$ cat src/rtl/hlt_pkg.sv
package hlt_pkg;

  typedef enum logic [1:0] {
    BEG_ENABLED = 2'b00,
    BEG_ANY     = 2'b01,
    BEG_RISE    = 2'b10,
    BEG_HIGH    = 2'b11
  } beg_mode_e;

  typedef enum logic [1:0] {
    CLR_NONE  = 2'b00,
    CLR_LOW   = 2'b01,
    CLR_BEGIN = 2'b10,
    CLR_MATCH = 2'b11
  } clr_mode_e;

  typedef enum logic [1:0] {
    HLT_NONE  = 2'b00,
    HLT_ANY   = 2'b01,
    HLT_RISE  = 2'b10,
    HLT_MATCH = 2'b11
  } hlt_mode_e;

  localparam int SYNC_DEPTH = 2;

endpackage

$ cat src/rtl/hlt_sync.sv
module hlt_sync #(
  parameter int W      = 1,
  parameter int STAGES = 2
) (
  input  logic         clk,
  input  logic         rst,
  input  logic [W-1:0] d_i,
  output logic [W-1:0] q_o
);
  logic [W-1:0] stage_q [STAGES];

  always_ff @(posedge clk) begin
    if (rst) stage_q[0] <= '0;
    else     stage_q[0] <= d_i;
  end

  for (genvar g = 1; g < STAGES; g++) begin : g_stage
    always_ff @(posedge clk) begin
      if (rst) stage_q[g] <= '0;
      else     stage_q[g] <= stage_q[g-1];
    end
  end

  assign q_o = stage_q[STAGES-1];
endmodule

$ cat src/rtl/hlt_edge.sv
module hlt_edge (
  input  logic clk,
  input  logic rst,
  input  logic sig_i,
  input  logic inv_i,
  output logic lvl_o,
  output logic rise_o,
  output logic fall_o
);
  logic prev_q;
  logic prev_v;

  always_ff @(posedge clk) begin
    if (rst) prev_q <= 1'b0;
    else     prev_q <= sig_i;
  end

  // polarity applied to both samples so a polarity change alone is no edge
  assign lvl_o  = sig_i ^ inv_i;
  assign prev_v = prev_q ^ inv_i;
  assign rise_o = lvl_o & ~prev_v;
  assign fall_o = ~lvl_o & prev_v;
endmodule

$ cat src/rtl/hlt_decide.sv
module hlt_decide
  import hlt_pkg::*;
(
  input  beg_mode_e beg_m,
  input  clr_mode_e clr_m,
  input  hlt_mode_e hlt_m,
  input  logic      active_i,
  input  logic      lvl_i,
  input  logic      rise_i,
  input  logic      fall_i,
  input  logic      run_i,
  input  logic      match_i,
  output logic      run_nxt_o,
  output logic      halt_o,
  output logic      cap_o,
  output logic      lvl_clr_o,
  output logic      beg_clr_o,
  output logic      match_clr_o
);
  logic beg_trig;
  logic hlt_trig;
  logic beg_edge_kind;

  always_comb begin
    unique case (beg_m)
      BEG_ENABLED: beg_trig = 1'b1;
      BEG_ANY:     beg_trig = rise_i | fall_i;
      BEG_RISE:    beg_trig = rise_i;
      default:     beg_trig = lvl_i;
    endcase
  end

  always_comb begin
    unique case (hlt_m)
      HLT_MATCH: hlt_trig = match_i;
      HLT_RISE:  hlt_trig = rise_i;
      HLT_ANY:   hlt_trig = rise_i | fall_i;
      default:   hlt_trig = 1'b0;
    endcase
  end

  assign beg_edge_kind = (beg_m == BEG_ANY) || (beg_m == BEG_RISE);
  assign lvl_clr_o     = active_i && (clr_m == CLR_LOW) && !lvl_i;
  assign halt_o        = active_i && run_i && hlt_trig;
  assign match_clr_o   = (clr_m != CLR_NONE) && match_i;
  assign beg_clr_o     = active_i && (clr_m == CLR_BEGIN) && beg_trig
                         && (beg_edge_kind || !run_i);
  assign cap_o         = halt_o
                         || (active_i && (hlt_m == HLT_NONE) && rise_i);

  always_comb begin
    if (!active_i || lvl_clr_o)   run_nxt_o = 1'b0;
    else if (run_i)               run_nxt_o = !halt_o
                                              && ((beg_m != BEG_HIGH) || lvl_i);
    else                          run_nxt_o = beg_trig;
  end
endmodule

$ cat src/rtl/hlt_count.sv
module hlt_count #(
  parameter int CNT_W = 8
) (
  input  logic             clk,
  input  logic             rst,
  input  logic             active_i,
  input  logic             run_nxt_i,
  input  logic             halt_i,
  input  logic             cap_i,
  input  logic             lvl_clr_i,
  input  logic             beg_clr_i,
  input  logic             match_clr_i,
  input  logic [CNT_W-1:0] period_i,
  output logic [CNT_W-1:0] count_o,
  output logic [CNT_W-1:0] capture_o,
  output logic [CNT_W-1:0] per_act_o,
  output logic             run_o
);
  logic [CNT_W-1:0] cnt_q;
  logic [CNT_W-1:0] cap_q;
  logic [CNT_W-1:0] per_q;
  logic             run_q;
  logic             zero;
  logic             reload;

  assign zero   = lvl_clr_i || beg_clr_i || match_clr_i;
  assign reload = !active_i || zero || halt_i;

  always_ff @(posedge clk) begin
    if (rst) begin
      cnt_q <= '0;
      cap_q <= '0;
      per_q <= '0;
      run_q <= 1'b0;
    end else begin
      run_q <= run_nxt_i;
      if (cap_i)  cap_q <= cnt_q;
      if (reload) per_q <= period_i;
      if (zero)
        cnt_q <= '0;
      else if (active_i && run_q && !halt_i)
        cnt_q <= cnt_q + 1'b1;
    end
  end

  assign count_o   = cnt_q;
  assign capture_o = cap_q;
  assign per_act_o = per_q;
  assign run_o     = run_q;
endmodule

$ cat src/rtl/hlt_timer.sv
module hlt_timer
  import hlt_pkg::*;
#(
  parameter int CNT_W = 8
) (
  input  logic             clk,
  input  logic             rst,
  input  logic             on_wr_i,
  input  logic             on_wdata_i,
  input  logic             ers_i,
  input  logic             oneshot_i,
  input  logic [7:0]       ctrl_i,
  input  logic [CNT_W-1:0] period_i,
  output logic [CNT_W-1:0] count_o,
  output logic [CNT_W-1:0] capture_o,
  output logic             run_o,
  output logic             match_o,
  output logic             on_o
);
  logic             on_q;
  logic             on_s;
  logic             ers_s;
  logic             active;
  logic             lvl, rise, fall;
  logic             run_nxt, halt, cap, lvl_clr, beg_clr, match_clr;
  logic             match;
  logic [CNT_W-1:0] per_act;
  logic             sync_sel_unused;

  // only the synchronized path exists; the select bit is kept for layout
  assign sync_sel_unused = ctrl_i[6];

  hlt_sync #(.W(2), .STAGES(SYNC_DEPTH)) u_sync (
    .clk (clk),
    .rst (rst),
    .d_i ({on_q, ers_i}),
    .q_o ({on_s, ers_s})
  );

  assign active = on_s & on_q;

  hlt_edge u_edge (
    .clk    (clk),
    .rst    (rst),
    .sig_i  (ers_s),
    .inv_i  (ctrl_i[7]),
    .lvl_o  (lvl),
    .rise_o (rise),
    .fall_o (fall)
  );

  assign match = active && run_o && (count_o == per_act);

  hlt_decide u_decide (
    .beg_m       (beg_mode_e'(ctrl_i[5:4])),
    .clr_m       (clr_mode_e'(ctrl_i[3:2])),
    .hlt_m       (hlt_mode_e'(ctrl_i[1:0])),
    .active_i    (active),
    .lvl_i       (lvl),
    .rise_i      (rise),
    .fall_i      (fall),
    .run_i       (run_o),
    .match_i     (match),
    .run_nxt_o   (run_nxt),
    .halt_o      (halt),
    .cap_o       (cap),
    .lvl_clr_o   (lvl_clr),
    .beg_clr_o   (beg_clr),
    .match_clr_o (match_clr)
  );

  hlt_count #(.CNT_W(CNT_W)) u_count (
    .clk         (clk),
    .rst         (rst),
    .active_i    (active),
    .run_nxt_i   (run_nxt),
    .halt_i      (halt),
    .cap_i       (cap),
    .lvl_clr_i   (lvl_clr),
    .beg_clr_i   (beg_clr),
    .match_clr_i (match_clr),
    .period_i    (period_i),
    .count_o     (count_o),
    .capture_o   (capture_o),
    .per_act_o   (per_act),
    .run_o       (run_o)
  );

  always_ff @(posedge clk) begin
    if (rst)                    on_q <= 1'b0;
    else if (on_wr_i)           on_q <= on_wdata_i;
    else if (oneshot_i && halt) on_q <= 1'b0;
  end

  assign match_o = match;
  assign on_o    = on_q;
endmodule

$ cat config.mk
export PLATFORM = sky130hd
export DESIGN_NAME = hlt_timer
export DESIGN_NICKNAME = d
export VERILOG_FILES = /design/src/rtl/hlt_pkg.sv /design/src/rtl/hlt_sync.sv /design/src/rtl/hlt_edge.sv /design/src/rtl/hlt_decide.sv /design/src/rtl/hlt_count.sv /design/src/rtl/hlt_timer.sv
export SDC_FILE = /design/constraint.sdc
export NUM_CORES = 1
export LEC_CHECK = 0
export CORE_UTILIZATION = 45
export DETAILED_ROUTE_END_ITERATION = 12
export MAX_ROUTING_LAYER = met4
export PLACE_DENSITY = 0.8
export REMOVE_ABC_BUFFERS = 1
export SETUP_SLACK_MARGIN = 0.5
export SYNTH_ARGS = -nofsm -noshare
export SYNTH_HDL_FRONTEND = slang
export SYNTH_SLANG_ARGS = --single-unit
$ cat constraint.sdc
create_clock -name clk -period 2.67 [get_ports clk]
set_input_delay 0.801 -clock clk [delete_from_list [all_inputs] [get_ports clk]]
set_output_delay 0.801 -clock clk [all_outputs]
set_load 0.02 [all_outputs]
==> impl_metrics.yaml, run 1 <==
job:
  cap_violations: 0
die:
  die_h_um: 66.3
  io_pins: 41
  row_count: 23
  fp.dieArea_um2: 4400
  start_util_pct: 46.8
  die_x_um: 66.3
  core_um2: 3970
placement:
  io_buffer_count: 39
  place_area_um2: 2470
  dp_hpwl_mm: 3.11
  routabilityCongestion: 0.887
  numPlacedInstances: 309
setup_path:
  r2r-end: "u_count.per_act_o[7]"
  cp_common_cell: "buf_4"
  crit_path_end_kind: "output pin"
  cpPeakStageDelay_ns: 0.38
  crit_path_end: "match_o"
  r2r_start: "u_sync.stage_q[1][0]"
  critical_path.max_fanout: 3
  reg2reg_slack_ns: 0.54
  rr_worst_depth: 9
  crit_required_ns: 1.87
  cp-startpoint: "u_count.per_act_o[1]"
  cp_cell_sequence: "xnor2_2, nand4_1, nor3_1, buf_4, buf_4"
  start_kind: "flop"
  cp_slowest_cell: "dfxtp_1"
  worstPathArrival_ns: 1.63
  crit_type: "flop to output pin"
timing:
  fmax_mhz: 411
  skew_ns: 0.00639
  min_period_over_period_pct: 91.1
  final_hold_viol_count: 0
  min_period_ns: 2.43
  slew_headroom_pct: 57.1
  rsz0062_at_grt: "yes"
  final-max-slew-violation-count: 0
  tns_ns: 0
  tightestPinTransition_ns: 0.644
  setup_viol_count_final: 0
  timing.hold.ws_ns: 0.438
synthesis:
  ys_ff_latch: 31
  synth_cells: 206
  ys_seq_area_share_pct: 33.4
  synth_ff_type: "dfxtp_1"
  avgSynthCellArea_um2: 9.03
  netlist_area_um2: 1860
  yosysUniqueCellTypes: 41
  ys_warn_count: 0
  synth_edf_count: 0
  async_reset_ff_share_pct: 0
clocking:
  clock_latency_ns: 0.29
  numCtsBuffers: 5
  cts_max_path_buffers: 2
  htreeDepth: 2
  root_buffer: "clkbuf_8"
  clkSinkCount: 31
  hold_buffers: 0
  clk_pin_slew_ns: 0.06
  cts_tree: "built"
power:
  pwr-share-clk_pct: 41.6
  internal_power_uw: 889
  pwr-share-comb_pct: 17.4
  power_frac_seq_pct: 41.0
  p_leak_uw: 0.00118
  netSwitchingFraction_pct: 24.5
  peakVddDrop_v: 0.000347
  power.density_nw_per_um2: 402
  switchingPower_uw: 289
layout:
  final_cells: 328
  design_area_um2: 2930
  fill_cells: 265
  nets: 306
  final_util_pct: 73.8
  diodes: 0
  layout_common_cells: "nand2b_1, buf_4, clkdlybuf4s50_1"
  drive_above_1_share_pct: 31.7
  area_delta_synth_final_pct: 57.6
  layout_commonest_cell: "nand2b_1"
global_routing:
  grt_max_degree: 39
  antenna_found_initial: 0
  grt_usage_pct: 22.8
  grt_pass1_wl_mm: 7.27
  grt_pass1_vias: 1588
  grt-ovfl-total: 0
detailed_routing:
  viasPerCell: 5.84
  drc: 0
  ant_nets: 0
  routed_wirelength_mm: 5.26
  dr.pass1.iters: 4
  wl_per_cell_um: 16.0
  dr.first_iter.drc_count: 171
  num_vias: 1915
hold_path:
  hold_path.class: "flop to flop"
run_status:
  outcome: "complete, no violations"
## synth_stat cells, types with 2 or more instances
cell type	n	area (um2)
nand4_1	4	25.0
o2111ai_1	3	26.3
inv_1	3	11.3
ha_1	7	87.6
nor3b_1	3	22.5
a22oi_1	2	15.0
and4_1	5	43.8
dfxtp_1	31	621
a21o_1	3	22.5
and3_1	2	12.5
nand2_1	6	22.5
a211oi_1	3	22.5
xnor2_1	10	87.6
nor2b_1	6	37.5
and2_1	2	12.5
nor2_1	5	18.8
nand2b_1	35	219
o21ai_0	2	10.0
a31oi_1	3	18.8
clkbuf_1	9	33.8
mux2i_1	18	180
nand4b_1	3	26.3
a21oi_1	9	45.0
nor3_1	6	30.0
nand3_1	10	50.1
## stage by stage
step           worst slack (ns)  power, uW
2_1_floorplan            -0.145        560
3_3_place_gp             -0.419        634
3_5_place_dp             -0.473        637
4_1_cts                   0.349       1140
5_1_grt                   0.188       1210
6_report                  0.239       1180
## flip-flops by register name, summed over array words and instances (netlist names)
signal,flops
u_count.per_act_o,8
u_count.run_o,1
u_edge.prev_q,1
u_count.capture_o,8
u_sync.stage_q,4
on_o,1
u_count.count_o,8
## how the worst min path moves through the flow
stage                                     from                    to  slack [ns]  cells past startpoint
final                     u_sync.stage_q[0][1]  u_sync.stage_q[1][1]        0.44                      1
after floorplan           u_sync.stage_q[0][0]  u_sync.stage_q[1][0]        0.41                      1
after detailed placement  u_sync.stage_q[0][1]  u_sync.stage_q[1][1]        0.43                      1
after global placement    u_sync.stage_q[0][1]  u_sync.stage_q[1][1]        0.42                      1
after CTS                 u_sync.stage_q[0][1]  u_sync.stage_q[1][1]        0.44                      1
after global routing      u_sync.stage_q[0][0]  u_sync.stage_q[1][0]        0.46                      1
## critical path: cells and delay by family, from the launching register on
family        cells  cell delay (ns)
flops             1             0.38
simple gates      2             0.49
xor+xnor          1             0.13
buf+inv           2             0.34
## metal layers
layer,share of wire [%],track usage [%]
met5,0,-
met4,2.4,9.31
met3,8.0,5.17
met2,48,36.5
met1,41,27.6
## logic make-up after synthesis
family	count (synthesis)	share of synthesized area, %
and+or+nand+nor	90	29.4
AOI/OAI and AO/OA	36	15.3
DFF	31	33.4
muxes	18	9.68
buffers and inverters	14	2.89
xor gates and xnor gates	10	4.71
adders and majority gates	7	4.71
## power groups by stage
stage	clock network, uW	registers, uW	logic, uW
6_report	490	483	205
5_1_grt	509	484	218
4_1_cts	494	480	169
3_5_place_dp	0	490	147
3_3_place_gp	0	490	144
2_1_floorplan	0	490	70.6
## layout make-up
class	count	area (um2)	area share [%]
clock inverters	2	35.0	1.20
repair buffers	74	684	23.3
well taps	50	62.6	2.13
clock buffers	6	82.6	2.82
inverters	4	15.0	0.512
multi-input cells	161	1420	48.5
flip-flops and latches	31	631	21.5
## timing repair
item | in CTS | in global routing
endpoints found under the setup margin | 36 | 26
pin swaps | 14 | 22
buffers inserted | 4 | 7
resized for setup | 37 | 41
No activity file was read; power rests on OpenSTA's default activity.
==> run 2: changes to the inputs <==
--- a/config.mk
+++ b/config.mk
@@ -8,7 +8,7 @@
 export CORE_UTILIZATION = 45
 export DETAILED_ROUTE_END_ITERATION = 12
 export MAX_ROUTING_LAYER = met4
-export PLACE_DENSITY = 0.8
+export PLACE_DENSITY = 0.82
 export REMOVE_ABC_BUFFERS = 1
 export SETUP_SLACK_MARGIN = 0.5
 export SYNTH_ARGS = -nofsm -noshare
==> impl_metrics.yaml, run 2 (synthesized netlist as in run 1, its figures left out) <==
die:
  core_um2: 3970
  die_x_um: 66.3
  fp.dieArea_um2: 4400
  die_h_um: 66.3
  row_count: 23
  io_pins: 41
  start_util_pct: 46.8
placement:
  pre_cts_slack_ns: -0.526
  dp_hpwl_mm: 3.12
  io_buffer_count: 39
  routabilityCongestion: 0.887
timing:
  final_hold_viol_count: 0
  tightestPinTransition_ns: 0.565
  skew_ns: 0.00833
  setup_viol_count_final: 0
  fmax_mhz: 421
  slew_headroom_pct: 62.4
  min_period_ns: 2.37
  final-max-slew-violation-count: 0
  rsz0062_at_grt: "yes"
  layout_setup_ws_ns: 0.296
  min_period_over_period_pct: 88.9
power:
  p_leak_uw: 0.00117
  peakVddDrop_v: 0.000320
  p_total_uw: 1040
  power.density_nw_per_um2: 368
setup_path:
  crit_path_end_kind: "flop"
  start_kind: "input pin"
  critPathTopFamily: "compound AO/OA/AOI/OAI gates"
  worstPathArrival_ns: 2.58
  critical_path_buf_inv_count: 3
  cpPeakStageDelay_ns: 0.41
  critical_path.max_fanout: 8
  crit_type: "input pin to flop"
  cp_slowest_cell: "a2111oi_4"
  cp_cell_sequence: "buf_8, buf_6, xnor2_4, ha_4, nand2b_4, a22oi_2, nand2_2, a2111oi_4, buf_12, mux2i_1"
  cp-startpoint: "ctrl_i[7]"
  crit_required_ns: 2.88
  r2r_start: "u_sync.stage_q[1][0]"
layout:
  diodes: 0
  layout_commonest_cell: "nand2b_1"
  nets: 305
  layout_common_cells: "nand2b_1, buf_4, clkdlybuf4s50_1"
  drive_above_1_share_pct: 26.7
  area_delta_synth_final_pct: 52.1
  fill_cells: 267
detailed_routing:
  ant_nets: 0
  wl_per_cell_um: 14.9
  drc: 0
  dr.pass1.iters: 5
  dr.first_iter.drc_count: 211
  routed_wirelength_mm: 4.87
  num_vias: 1844
  viasPerCell: 5.64
hold_path:
  hold_path.class: "flop to flop"
  hp-start: "u_sync.stage_q[0][1]"
clocking:
  cts_tree: "built"
  htreeDepth: 2
  cts_max_path_buffers: 2
  numCtsBuffers: 5
  clkSinkCount: 31
  clock_latency_ns: 0.28
  clk_pin_slew_ns: 0.07
  root_buffer: "clkbuf_8"
job:
  cap_violations: 0
global_routing:
  grt_util_met3_pct: 6.03
  grt_use_met1_pct: 27.5
  grt_busiest_layer: "met2"
  grt_pass1_vias: 1696
  antenna_found_initial: 0
  grt_max_degree: 39
  grt-ovfl-total: 0
  grt_usage_pct: 22.9
  grt.met2_usage_pct: 36.9
  grt_pass1_wl_mm: 7.45
run_status:
  outcome: "complete, no violations"
## run 2: power breakdown
group	internal (uW)	switching [uW]	leakage, uW
clock network	182	166	0.0000422
logic	119	89.6	0.000870
registers	473	9.10	0.000256
## run 2: final timing paths
check / endpoint / slack (ns) / depth (start not counted)
worst min-delay path: u_sync.stage_q[1][1] / 0.44 / 1
worst max-delay path: u_count.per_act_o[7] / 0.30 / 10
worst max register to register: u_count.per_act_o[7] / 0.53 / 9
worst min register to register: u_sync.stage_q[1][1] / 0.44 / 1
## run 2: stage by stage
| stage | util (%) | TNS [ns] | hold WS (ns) | cell area (um2) | std cells |
|---|---|---|---|---|---|
| 2_1_floorplan | - | -1.16 | 0.414 | 1820 | 196 |
| 3_3_place_gp | 62.3 | -8.09 | 0.417 | 2470 | 310 |
| 3_5_place_dp | 62.3 | -10.20 | 0.425 | 2470 | 310 |
| 4_1_cts | 68.4 | 0 | 0.440 | 2720 | 323 |
| 5_1_grt | 71.2 | 0 | 0.461 | 2830 | 327 |
| 6_report | 71.2 | 0 | 0.437 | 2830 | 327 |
## run 2: area by class of cell
cell class / count / area, um2 / area share, %
Clock buffer: 7 / 76.3 / 2.70
Clock inverter: 1 / 5.00 / 0.177
Tap cell: 50 / 62.6 / 2.21
Multi-Input combinational cell: 161 / 1340 / 47.5
Sequential cell: 31 / 629 / 22.2
Timing Repair Buffer: 73 / 697 / 24.6
Inverter: 4 / 15.0 / 0.531
## run 2: repair_timing
item                                    CTS  global route
hold buffers                              0             0
buffers inserted                          5             3
resized for setup                        39            21
cloned                                    0             1
hold endpoints to repair                  0             0
pin swaps                                16            16
endpoints found under the setup margin   33            29
## run 2: layer usage
metal | share of wire, % | vias up
met2 | 48 | 99
met3 | 7.8 | 12
li1 | - | 888
met4 | 1.4 | 0
met1 | 43 | 845
met5 | 0 | -
==> run 3: changes to the inputs <==
--- a/config.mk
+++ b/config.mk
@@ -5,6 +5,8 @@
 export SDC_FILE = /design/constraint.sdc
 export NUM_CORES = 1
 export LEC_CHECK = 0
+export ABC_AREA = 1
+export CORE_MARGIN = 1
 export CORE_UTILIZATION = 45
 export DETAILED_ROUTE_END_ITERATION = 12
 export MAX_ROUTING_LAYER = met4
==> impl_metrics.yaml, run 3 <==
run_status:
  outcome: "complete, no violations"
synthesis:
  synth_top_area_share_pct: 33.4
  netlist_area_um2: 1860
  synth_cells: 274
  yosysUniqueCellTypes: 28
  synthTopCellsByArea: "dfxtp_1, nand2_1, nor2_1, a21oi_1, inv_1"
  avgSynthCellArea_um2: 6.78
  ys_warn_count: 0
  async_reset_ff_share_pct: 0
  yosysTopAreaCell: "dfxtp_1"
  synthTopCellsByCount: "nand2_1, nor2_1, dfxtp_1"
  synth_most_common_cell: "nand2_1"
  synth_ff_type: "dfxtp_1"
  ys_ff_latch: 31
  ys_seq_area_share_pct: 33.4
  synth_edf_count: 0
setup_path:
  cpPeakStageDelay_ns: 0.27
  reg2reg_slack_ns: 0.70
  r2r_start: "u_sync.stage_q[1][0]"
  crit_path_end_kind: "flop"
  cp_common_cell: "nand2_2"
  start_kind: "input pin"
  crit_required_ns: 2.85
  critical_path.max_fanout: 8
  worstPathArrival_ns: 2.37
  r2r-end: "u_count.per_act_o[6]"
  crit_type: "input pin to flop"
  cp_slowest_cell: "ha_4"
  cp_cell_sequence: "buf_8, xnor2_4, inv_2, ha_4, inv_2, nand2_2, nand3_2, nand2_2, nor2_2, nor2_2, nand2_2, nor2_4, buf_12, nand3_2, nand2_2, nor2_1"
  rr_worst_depth: 15
die:
  core_um2: 3800
  fp.dieArea_um2: 4390
  start_util_pct: 48.9
  die_x_um: 66.2
  row_count: 22
  io_pins: 41
  die_h_um: 66.2
detailed_routing:
  ant_nets: 0
  wirelength_met1_mm: 2.25
  dr_wl_met3_um: 184
  viasPerCell: 5.09
  dr.pass1.iters: 4
  dr.first_iter.drc_count: 108
  routed_wirelength_mm: 4.97
  num_vias: 1960
  route.top_layer_used: "met4"
  wl_per_cell_um: 12.9
  drc: 0
  wl_met2_mm: 2.45
job:
  cap_violations: 0
clocking:
  htreeDepth: 2
  root_buffer: "clkbuf_8"
  clock_latency_ns: 0.29
  numCtsBuffers: 5
  cts_tree: "built"
  cts_max_path_buffers: 2
  clkSinkCount: 31
  clk_pin_slew_ns: 0.06
placement:
  pre_cts_slack_ns: -0.230
  place_area_um2: 2400
  io_buffer_count: 39
  routabilityCongestion: 0.907
  dp_hpwl_mm: 3.19
  numPlacedInstances: 368
layout:
  multiInputGateArea_um2: 1180
  final_cells: 385
  area_delta_synth_final_pct: 50.7
  layout_common_cells: "nand2_1, nor2_1, clkdlybuf4s50_1"
  diodes: 0
  design_area_um2: 2800
  seqCellArea_um2: 637
  layout_commonest_cell: "nand2_1"
  fill_cells: 287
  drive_above_1_share_pct: 29.7
  nets: 365
timing:
  rsz0062_at_grt: "yes"
  slew_headroom_pct: 81.4
  setup_viol_count_final: 0
  fmax_mhz: 456
  skew_ns: 0.00794
  timing.hold.ws_ns: 0.420
  min_period_over_period_pct: 82.1
  tightestPinTransition_ns: 0.278
  final_hold_viol_count: 0
  min_period_ns: 2.19
  final-max-slew-violation-count: 0
  layout_setup_ws_ns: 0.477
power:
  pwr-share-comb_pct: 13.6
  switchingPower_uw: 266
  internal_power_uw: 850
  power.density_nw_per_um2: 399
  p_total_uw: 1120
  power_frac_seq_pct: 43.0
  pwr-share-clk_pct: 43.4
  p_leak_uw: 0.00129
  peakVddDrop_v: 0.000397
  netSwitchingFraction_pct: 23.8
global_routing:
  grt_pass1_wl_mm: 7.86
  grt_max_degree: 28
  grt_usage_pct: 24.5
  grt-ovfl-total: 0
  antenna_found_initial: 0
  grt_pass1_vias: 1821
hold_path:
  hold_path.class: "flop to flop"
  worstHoldEndpoint: "u_sync.stage_q[1][0]"
  whs_path_depth: 2
  hp-start: "u_sync.stage_q[0][0]"
-- run 3: cell count changes after synthesis, sizes merged, moves of 8 or more --
cell,before,now
mux2i,18,0
nand3b,0,8
inv,4,34
a21oi,9,25
nor2,5,39
nand2b,36,0
nand3,10,24
nand2,6,66
xnor2,10,2
-- run 3: how the worst max path moves through the flow --
| stage | startpoint | to | cells past startpoint |
|---|---|---|---|
| after detailed placement | ctrl_i[7] | u_count.per_act_o[6] | 16 |
| after global placement | ctrl_i[7] | u_count.per_act_o[1] | 15 |
| final | ctrl_i[7] | u_count.per_act_o[6] | 16 |
| after global routing | ctrl_i[7] | u_count.per_act_o[1] | 16 |
| after CTS | ctrl_i[7] | u_count.per_act_o[6] | 16 |
| after floorplan | ctrl_i[7] | u_count.per_act_o[0] | 14 |
-- run 3: repair_timing --
action                                  CTS  global route
pin swaps                                 9            15
hold buffers                              0             0
setup buffers                             3             4
endpoints found under the setup margin   34            25
resized for setup                        37            41
gates cloned                              1             1
-- run 3: power groups by stage --
stage | combinational, uW | clock [uW] | sequential [uW]
after floorplan | 63.0 | 0 | 489
after global placement | 122 | 0 | 489
after detailed placement | 124 | 0 | 489
after CTS | 137 | 486 | 479
after global routing | 168 | 510 | 480
final | 152 | 484 | 479
-- run 3: cell families after synthesis --
| kind of cell | after synthesis | synth area share (%) |
|---|---|---|
| simple gates | 152 | 38.5 |
| fa+ha+maj | 7 | 4.72 |
| buf+inv | 46 | 11.1 |
| xor+xnor | 9 | 4.25 |
| compound gates | 29 | 8.09 |
| flops | 31 | 33.4 |
-- run 3: per-layer routing --
metal	vias up	GRT usage (%)
met2	43	40.3
met3	7	5.00
met1	912	28.7
met4	0	10.9
li1	998	-
met5	-	-
-- run 3: cell type report --
cell class              instances  share of cell area [%]
well taps                      48                    2.15
flip-flops and latches         31                    22.8
clock buffers                   6                    2.95
repair buffers                 65                    23.6
multi-input cells             197                    42.4
clock inverters                 2                    1.25
inverters                      36                    4.92
-- run 3: per-stage QoR --
stage	setup TNS, ns	util, %
after detailed placement	-4.12	63.2
after global routing	0	73.6
after global placement	-3.42	63.2
final	0	73.6
after floorplan	0	-
after CTS	0	69.4
-- run 3: worst max-delay path, delay by kind of cell --
kind	cells	cell delay (ns)
AND/OR/NAND/NOR	10	0.75
buffers and inverters	4	0.38
adder cells (fa/ha/maj)	1	0.27
XOR/XNOR	1	0.16
